File: src/rtl/adcseq_pkg.sv
package adcseq_pkg;
  localparam int REG_W  = 16;
  localparam int RADDR_W = 3;
  localparam int RATE_W = 5;
  localparam int POS_W  = 5;

  localparam logic [RADDR_W-1:0] A_CTRL = 3'd0;
  localparam logic [RADDR_W-1:0] A_SEQ  = 3'd1;
  localparam logic [RADDR_W-1:0] A_SELA = 3'd2;
  localparam logic [RADDR_W-1:0] A_SELB = 3'd3;
  localparam logic [RADDR_W-1:0] A_SCAN = 3'd4;
  localparam logic [RADDR_W-1:0] A_STAT = 3'd5;

  localparam logic [REG_W-1:0] M_CTRL = 16'h003D;
  localparam logic [REG_W-1:0] M_SEQ  = 16'h01FF;
  localparam logic [REG_W-1:0] M_SEL  = 16'h003F;

  typedef struct packed {
    logic              scan;
    logic              alt;
    logic              indexed;
    logic              split;
    logic [RATE_W-1:0] rate;
  } seq_cfg_t;

  typedef struct packed {
    logic             neg;
    logic [POS_W-1:0] pos;
  } sel_t;
endpackage

File: src/rtl/adcseq_cfg.sv
module adcseq_cfg
  import adcseq_pkg::*;
#(
  parameter int SCANW = 16
) (
  input  logic               clk,
  input  logic               rst,
  input  logic               we,
  input  logic [RADDR_W-1:0] waddr,
  input  logic [REG_W-1:0]   wdata,
  input  logic [RADDR_W-1:0] raddr,
  output logic [REG_W-1:0]   rdata,
  input  logic               fill_upper,
  output logic               en,
  output seq_cfg_t           seq,
  output sel_t               sela,
  output sel_t               selb,
  output logic [SCANW-1:0]   scan_mask,
  output logic               seq_wr
);
  localparam logic [REG_W-1:0] M_SCAN = REG_W'((32'd1 << SCANW) - 1);

  logic [REG_W-1:0] ctrl_q, seq_q, sela_q, selb_q, scan_q;

  always_ff @(posedge clk) begin
    if (rst) begin
      ctrl_q <= '0;
      seq_q  <= '0;
      sela_q <= '0;
      selb_q <= '0;
      scan_q <= '0;
    end else if (we) begin
      case (waddr)
        A_CTRL: ctrl_q <= wdata & M_CTRL;
        A_SEQ:  seq_q  <= wdata & M_SEQ;
        A_SELA: sela_q <= wdata & M_SEL;
        A_SELB: selb_q <= wdata & M_SEL;
        A_SCAN: scan_q <= wdata & M_SCAN;
        default: ;
      endcase
    end
  end

  always_ff @(posedge clk) begin
    if (rst) rdata <= '0;
    else begin
      case (raddr)
        A_CTRL:  rdata <= ctrl_q;
        A_SEQ:   rdata <= seq_q;
        A_SELA:  rdata <= sela_q;
        A_SELB:  rdata <= selb_q;
        A_SCAN:  rdata <= scan_q;
        A_STAT:  rdata <= {{(REG_W-1){1'b0}}, fill_upper};
        default: rdata <= '0;
      endcase
    end
  end

  assign en        = ctrl_q[0];
  assign seq       = seq_cfg_t'(seq_q[$bits(seq_cfg_t)-1:0]);
  assign sela      = sel_t'(sela_q[$bits(sel_t)-1:0]);
  assign selb      = sel_t'(selb_q[$bits(sel_t)-1:0]);
  assign scan_mask = scan_q[SCANW-1:0];
  assign seq_wr    = we && (waddr == A_SEQ);

  // stored registers never hold an unimplemented bit
  assert_masked_R10: assert property (@(posedge clk) disable iff (rst)
    ((ctrl_q & ~M_CTRL) == '0) && ((seq_q & ~M_SEQ) == '0));
endmodule

File: src/rtl/adcseq_ctrl.sv
module adcseq_ctrl
  import adcseq_pkg::*;
#(
  parameter int DEPTH = 32,
  parameter int AW    = $clog2(DEPTH)
) (
  input  logic          clk,
  input  logic          rst,
  input  logic          restart,
  input  logic          step,
  input  logic [AW-1:0] chan,
  input  seq_cfg_t      seq,
  output logic [AW-1:0] waddr,
  output logic          irq,
  output logic          half
);
  localparam int LW = AW - 1;
  localparam logic [AW-1:0] HALF_BASE = AW'(DEPTH / 2);

  logic [RATE_W-1:0] cnt;
  logic [AW-1:0]     wptr;
  logic              period_end;
  logic              half_n;
  logic [AW-1:0]     wptr_inc;

  assign period_end = (cnt == seq.rate);
  assign half_n     = seq.split ? ~half : 1'b0;
  assign wptr_inc   = seq.split ? {wptr[AW-1], LW'(wptr[LW-1:0] + 1'b1)}
                                : AW'(wptr + 1'b1);
  assign waddr      = seq.indexed ? chan : wptr;

  always_ff @(posedge clk) begin
    if (rst || restart) begin
      cnt  <= '0;
      wptr <= '0;
      half <= 1'b0;
      irq  <= 1'b0;
    end else begin
      irq <= step && period_end;
      if (step) begin
        if (period_end) begin
          cnt <= '0;
          if (!seq.indexed) begin
            half <= half_n;
            wptr <= half_n ? HALF_BASE : '0;
          end
        end else begin
          cnt <= RATE_W'(cnt + 1'b1);
          if (!seq.indexed) wptr <= wptr_inc;
        end
      end
    end
  end

  assert_irq_after_done_R2: assert property (@(posedge clk) disable iff (rst)
    irq |-> $past(step));

  assert_count_bounded_R2: assert property (@(posedge clk) disable iff (rst)
    cnt <= seq.rate);

  assert_ptr_in_half_R5: assert property (@(posedge clk) disable iff (rst)
    (seq.split && !seq.indexed) |-> (wptr[AW-1] == half));

  assert_restart_clears_R9: assert property (@(posedge clk) disable iff (rst)
    $past(restart) |-> (cnt == '0 && wptr == '0 && !half && !irq));
endmodule

File: src/rtl/adcseq_insel.sv
module adcseq_insel
  import adcseq_pkg::*;
#(
  parameter int SCANW = 16,
  parameter int SIW   = $clog2(SCANW)
) (
  input  logic             clk,
  input  logic             rst,
  input  logic             restart,
  input  logic             step,
  input  logic             alt,
  input  logic             scan,
  input  sel_t             sela,
  input  sel_t             selb,
  input  logic [SCANW-1:0] mask,
  output logic             use_b,
  output logic [POS_W-1:0] pos,
  output logic             neg
);
  logic [SIW-1:0] sidx;
  logic [SIW-1:0] hit;

  function automatic logic [SIW-1:0] first_from(input logic [SCANW-1:0] m,
                                                input logic [SIW-1:0]   s);
    logic [SIW-1:0] r;
    r = '0;
    for (int k = SCANW - 1; k >= 0; k--) begin
      if (m[(int'(s) + k) % SCANW]) r = SIW'((int'(s) + k) % SCANW);
    end
    return r;
  endfunction

  assign hit = first_from(mask, sidx);

  always_ff @(posedge clk) begin
    if (rst || restart) begin
      sidx  <= '0;
      use_b <= 1'b0;
    end else if (step) begin
      use_b <= alt ? ~use_b : 1'b0;
      if (!use_b && scan) sidx <= SIW'((int'(hit) + 1) % SCANW);
    end
  end

  always_comb begin
    if (use_b) begin
      pos = selb.pos;
      neg = selb.neg;
    end else begin
      pos = scan ? POS_W'(hit) : sela.pos;
      neg = sela.neg;
    end
  end

  assert_alt_off_R7: assert property (@(posedge clk) disable iff (rst)
    !alt |-> !use_b);

  assert_scan_hold_R8: assert property (@(posedge clk) disable iff (rst)
    (!step && !restart) |=> $stable(sidx));
endmodule

File: src/rtl/adcseq_ram.sv
module adcseq_ram #(
  parameter int DEPTH = 32,
  parameter int DW    = 12,
  parameter int AW    = $clog2(DEPTH)
) (
  input  logic          clk,
  input  logic          we,
  input  logic [AW-1:0] waddr,
  input  logic [DW-1:0] wdata,
  input  logic [AW-1:0] raddr,
  output logic [DW-1:0] rdata
);
  logic [DW-1:0] mem [DEPTH];

  always_ff @(posedge clk) begin
    if (we) mem[waddr] <= wdata;
    rdata <= mem[raddr];
  end
endmodule

File: src/rtl/adc_result_sequencer.sv
module adc_result_sequencer
  import adcseq_pkg::*;
#(
  parameter int DEPTH = 32,
  parameter int DW    = 12,
  parameter int SCANW = 16,
  parameter int AW    = $clog2(DEPTH)
) (
  input  logic               clk,
  input  logic               rst,
  input  logic               cfg_we,
  input  logic [RADDR_W-1:0] cfg_addr,
  input  logic [REG_W-1:0]   cfg_wdata,
  input  logic [RADDR_W-1:0] cfg_raddr,
  output logic [REG_W-1:0]   cfg_rdata,
  input  logic               conv_done,
  input  logic [AW-1:0]      conv_chan,
  input  logic [DW-1:0]      conv_data,
  input  logic [AW-1:0]      rd_addr,
  output logic [DW-1:0]      rd_data,
  output logic               irq,
  output logic               fill_upper,
  output logic               sel_set_b,
  output logic [POS_W-1:0]   sel_pos,
  output logic               sel_neg
);
  logic             en, seq_wr, restart, step, half;
  seq_cfg_t         seq;
  sel_t             sela, selb;
  logic [SCANW-1:0] scan_mask;
  logic [AW-1:0]    waddr;

  assign restart    = !en || seq_wr;
  assign step       = conv_done && !restart;
  assign fill_upper = half && seq.split && !seq.indexed;

  adcseq_cfg #(.SCANW(SCANW)) u_cfg (
    .clk(clk), .rst(rst), .we(cfg_we), .waddr(cfg_addr), .wdata(cfg_wdata),
    .raddr(cfg_raddr), .rdata(cfg_rdata), .fill_upper(fill_upper),
    .en(en), .seq(seq), .sela(sela), .selb(selb), .scan_mask(scan_mask),
    .seq_wr(seq_wr)
  );

  adcseq_ctrl #(.DEPTH(DEPTH), .AW(AW)) u_ctrl (
    .clk(clk), .rst(rst), .restart(restart), .step(step), .chan(conv_chan),
    .seq(seq), .waddr(waddr), .irq(irq), .half(half)
  );

  adcseq_insel #(.SCANW(SCANW)) u_insel (
    .clk(clk), .rst(rst), .restart(restart), .step(step), .alt(seq.alt),
    .scan(seq.scan), .sela(sela), .selb(selb), .mask(scan_mask),
    .use_b(sel_set_b), .pos(sel_pos), .neg(sel_neg)
  );

  adcseq_ram #(.DEPTH(DEPTH), .DW(DW), .AW(AW)) u_ram (
    .clk(clk), .we(step), .waddr(waddr), .wdata(conv_data),
    .raddr(rd_addr), .rdata(rd_data)
  );

  // no interrupt can follow a cycle with the converter disabled
  assert_no_irq_when_off_R9: assert property (@(posedge clk) disable iff (rst)
    $past(!en) |-> !irq);
endmodule

File: config.mk
export PLATFORM = sky130hd
export DESIGN_NAME = adc_result_sequencer
export DESIGN_NICKNAME = d
export VERILOG_FILES = /design/src/rtl/adcseq_pkg.sv /design/src/rtl/adcseq_cfg.sv /design/src/rtl/adcseq_ctrl.sv /design/src/rtl/adcseq_insel.sv /design/src/rtl/adcseq_ram.sv /design/src/rtl/adc_result_sequencer.sv
export SDC_FILE = /design/constraint.sdc
export NUM_CORES = 1
export LEC_CHECK = 0
export CAP_MARGIN = 20
export CORE_ASPECT_RATIO = 1.25
export CORE_MARGIN = 2
export CORE_UTILIZATION = 54
export DETAILED_ROUTE_END_ITERATION = 8
export DONT_BUFFER_PORTS = 1
export PLACE_DENSITY = 0.69
export SLEW_MARGIN = 20
export SYNTH_ARGS = -nofsm -noshare
export SYNTH_HDL_FRONTEND = slang
export SYNTH_SLANG_ARGS = --single-unit
File: constraint.sdc
create_clock -name clk -period 5.87 [get_ports clk]
set_clock_uncertainty 0.1 [all_clocks]
set_input_delay 0 -clock clk [delete_from_list [all_inputs] [get_ports clk]]
set_output_delay 0 -clock clk [all_outputs]
set_load 0.005 [all_outputs]
==> impl_metrics.toml <==
[run_status]
status = "completed"

[cts]
cts_tree = "yes"
clk_pin_slew_ps = 60
ctsResizeCount = 0
post_cts_buffers = 0
cts_made_buffers = 45
cts_root_buffer = "clkbuf_16"
ctsHtreeMaxLevel = 2
cts_buffer_depth = 3
clkSinkCount = 471
insertion_delay_ps = 550

[synth]
synth-xor-area-share_pct = 1.04
synth-seq-cells = 471
syn_area_um2 = 20700
synthAdderAreaFrac_pct = 0.604
synth_top_family_by_area = "multiplexers"
synth_cells = 1295
avgSynthCellArea_um2 = 16.0
synth_top_area_share_pct = 55.7
yosysSeqAreaShare_pct = 64.1
synth_cell_types = 78
synth_warnings = 0
ys.flop_type = "edfxtp_1"
yosys.area.top_type = "edfxtp_1"
synthArstFlopShare_pct = 0
synthSimpleGateAreaFrac_pct = 6.64
synthMuxAreaShare_pct = 20.8
synth_edf_count = 384
synthTopCellsByArea = "edfxtp_1, mux4_2, dfxtp_1"
synth-compound-area-share_pct = 4.75
synth_nets = 1353

[layout]
area.growth.synth_to_final_pct = 14.1
fillers = 2714
antenna_cells = 0
fin_nets = 1431
fin_cells = 1901
regArea_um2 = 13300
final_cell_area_um2 = 23600
drive_gt1_share_pct = 23.2
multiInputGateArea_um2 = 7030
utilization_pct = 62.2

[timing]
hold_viol_final = 0
drv_slew = 0
fin_setup_tns_ps = 0
period_needed_ps = 5010
setup_violations = 0
whs_ps = 9.41
relSlewSlack_pct = 29.8
tightest_slew_ps = 1050
rsz0062_at_grt = "no"
fin_ws_ps = 860
fmax_mhz = 200
period_share_pct = 85.3

[pwr]
switching_share_pct = 20.6
vdd_drop_max_v = 0.000231
pwr-share-seq_pct = 53.2
powerDensity_nw_per_um2 = 290
combPwrFrac_pct = 5.4
p_int_mw = 5.44
p_total_mw = 6.85
p_leak_nw = 7.71
switching_power_mw = 1.41
p_clk_share_pct = 41.4

[die]
fp.dieW_um = 179
ios = 85
floorplan.initialDensity_pct = 54.5
dieArea_um2 = 40000
dieHeight_um = 223
core-area_um2 = 38000
rows = 80

[place]
gp_congestion = 0.899
place.detailed.hpwl_mm = 30.3
place_ws_ps = 1410
numPlacedInstances = 1728
numPortBuffers = 0
dpl_cell_area_um2 = 21200

[detailed_routing]
num_vias = 11936
drtIter0Drc = 1144
routed_wl_mm = 49.3
wl_per_cell_um = 26.0
drt_first_pass_iters = 5
remaining_drc_errors = 0
viasPerCell = 6.28
drtAntennaViolNets = 0

[worst_setup_path]
arrival_ps = 4910
crit_required_ps = 5770
start_kind = "flop"
r2r_cells = 13
reg2reg_from = "u_insel.sidx[0]"
crit_type = "reg2out"
worstReg2RegEnd = "u_insel.sidx[2]"
crit_path_end_kind = "primary output"
reg2reg_slack_ps = 1310
cp_max_fo = 20

[worst_hold_path]
min_to = "u_cfg.seq_q[0]"
hp-start = "cfg_addr[0]"
whs_path_depth = 3
min_path_type = "in2reg"

[grt]
grt_max_degree = 86
antenna_found_initial = 0
grt_pass1_vias = 12012
overflow = 0
groute.usage.overall_pct = 25.3
grt_pass1_wl_mm = 75.2

[job]
max_cap_viol_count = 0
[layout by cell type (no fill, tap or decap), drive strengths merged, types with 3 or more instances in the layout]
cell type and count:
edfxtp 384, mux4 145, nand2 112, nor2 94, dfxtp 87, dlygate4sd3 74, clkbuf 60, a21oi 57
mux2i 53, mux2 43, buf 40, nand3 22, inv 17, o21ai 17, clkinv 17, xnor2 14
nor3 14, and2 11, nand2b 10, ha 10, a22oi 10, a21o 9, a31oi 9, a211oi 9
xor2 8, nor2b 7, nand3b 7, nand4 7, o32ai 5, o31ai 5, nor4 4, o22ai 4
nor3b 4, bufinv 3, clkinvlp 3, a21boi 3
[kinds of logic (layout without fill, tap and decap cells)]
group | Yosys count | in the layout
compound gates | 150 | 150
xor+xnor | 22 | 22
simple gates | 301 | 301
flops | 471 | 471
fa+ha+maj | 10 | 10
mux | 241 | 241
buf+inv | 100 | 214
[state kept, by name, indices dropped and copies added, names as in the netlist]
register / count
u_ctrl.cnt: 5
u_ram.rdata: 12
u_cfg.seq_q: 9
u_ctrl.irq: 1
u_cfg.sela_q: 6
u_insel.use_b: 1
u_insel.sidx: 4
u_cfg.ctrl_q: 5
u_cfg.selb_q: 6
u_cfg.rdata: 16
u_ram.mem: 384
u_ctrl.wptr: 5
u_ctrl.half: 1
u_cfg.scan_mask: 16
[layout make-up]
type	count	area share, %
Clock inverter	23	0.868
Inverter	17	0.270
Sequential cell	471	56.1
Multi-Input combinational cell	724	29.7
Clock buffer	60	5.26
Tap cell	492	2.60
Timing Repair Buffer	114	5.12
[power by group through the flow]
stage	Sequential (mW)	Combinational (mW)	Clock, mW
floorplan	3.70	0.224	0
global placement	3.71	0.227	0
detailed placement	3.71	0.228	0
CTS	3.64	0.367	2.89
global route	3.64	0.392	3.02
finish	3.64	0.371	2.84
[repair_timing]
| action | 4_1_cts | 5_1_grt |
|---|---|---|
| hold endpoints to repair | 480 | 65 |
| endpoints found under the setup margin | 0 | 0 |
| hold buffers | 87 | 3 |
[cell usage after synthesis (all sizes together) (5+ instances only)]
cell      n
xnor2    14
edfxtp  384
a21oi    57
nand3b    7
buf      27
mux2     43
clkbuf   56
xor2      8
nor2     94
nand4     7
a22oi    10
a21o      9
nor3     14
inv      17
a31oi     9
ha       10
nand2   112
and2     11
a211oi    9
o32ai     5
nand3    22
mux2i    53
mux4    145
o21ai    17
nand2b   10
dfxtp    87
nor2b     7
o31ai     5
[how the worst max path moves through the flow]
| stage | slack, ps | end | from | cells past startpoint |
|---|---|---|---|---|
| 6_report | 860 | sel_pos[2] | u_insel.sidx[0] | 13 |
| 2_1_floorplan | 1540 | u_insel.sidx[1] | u_insel.sidx[1] | 18 |
| 3_5_place_dp | 1410 | u_insel.sidx[2] | u_insel.sidx[0] | 13 |
| 5_1_grt | 670 | sel_pos[2] | u_insel.sidx[0] | 13 |
| 4_1_cts | 890 | sel_pos[2] | u_insel.sidx[0] | 13 |
| 3_3_place_gp | 1510 | u_insel.sidx[0] | u_insel.sidx[0] | 11 |
[worst max-delay path, cell delays in order, from the launching register on]
cell	delay, ps
dfxtp_1	330
inv_1	240
ha_1	960
mux2_2	410
mux4_2	510
and2_4	210
or2_1	330
nor2_4	120
nand3_1	110
a2111oi_1	420
o31ai_1	230
and2_4	230
mux2i_1	130
o21ai_1	110
[layer usage]
metal  part of all wire (%)  vias up  wire, µm  global-route usage (%)
met3                    5.4       99      2670                    3.48
met1                     40     6120     19800                    33.6
met2                     51      463     25200                    43.1
met5                      0        -         0                       0
li1                       -     5254         -                       -
met4                    3.5        0      1710                    8.61
Note: power is estimated with default switching activity, not from simulation.
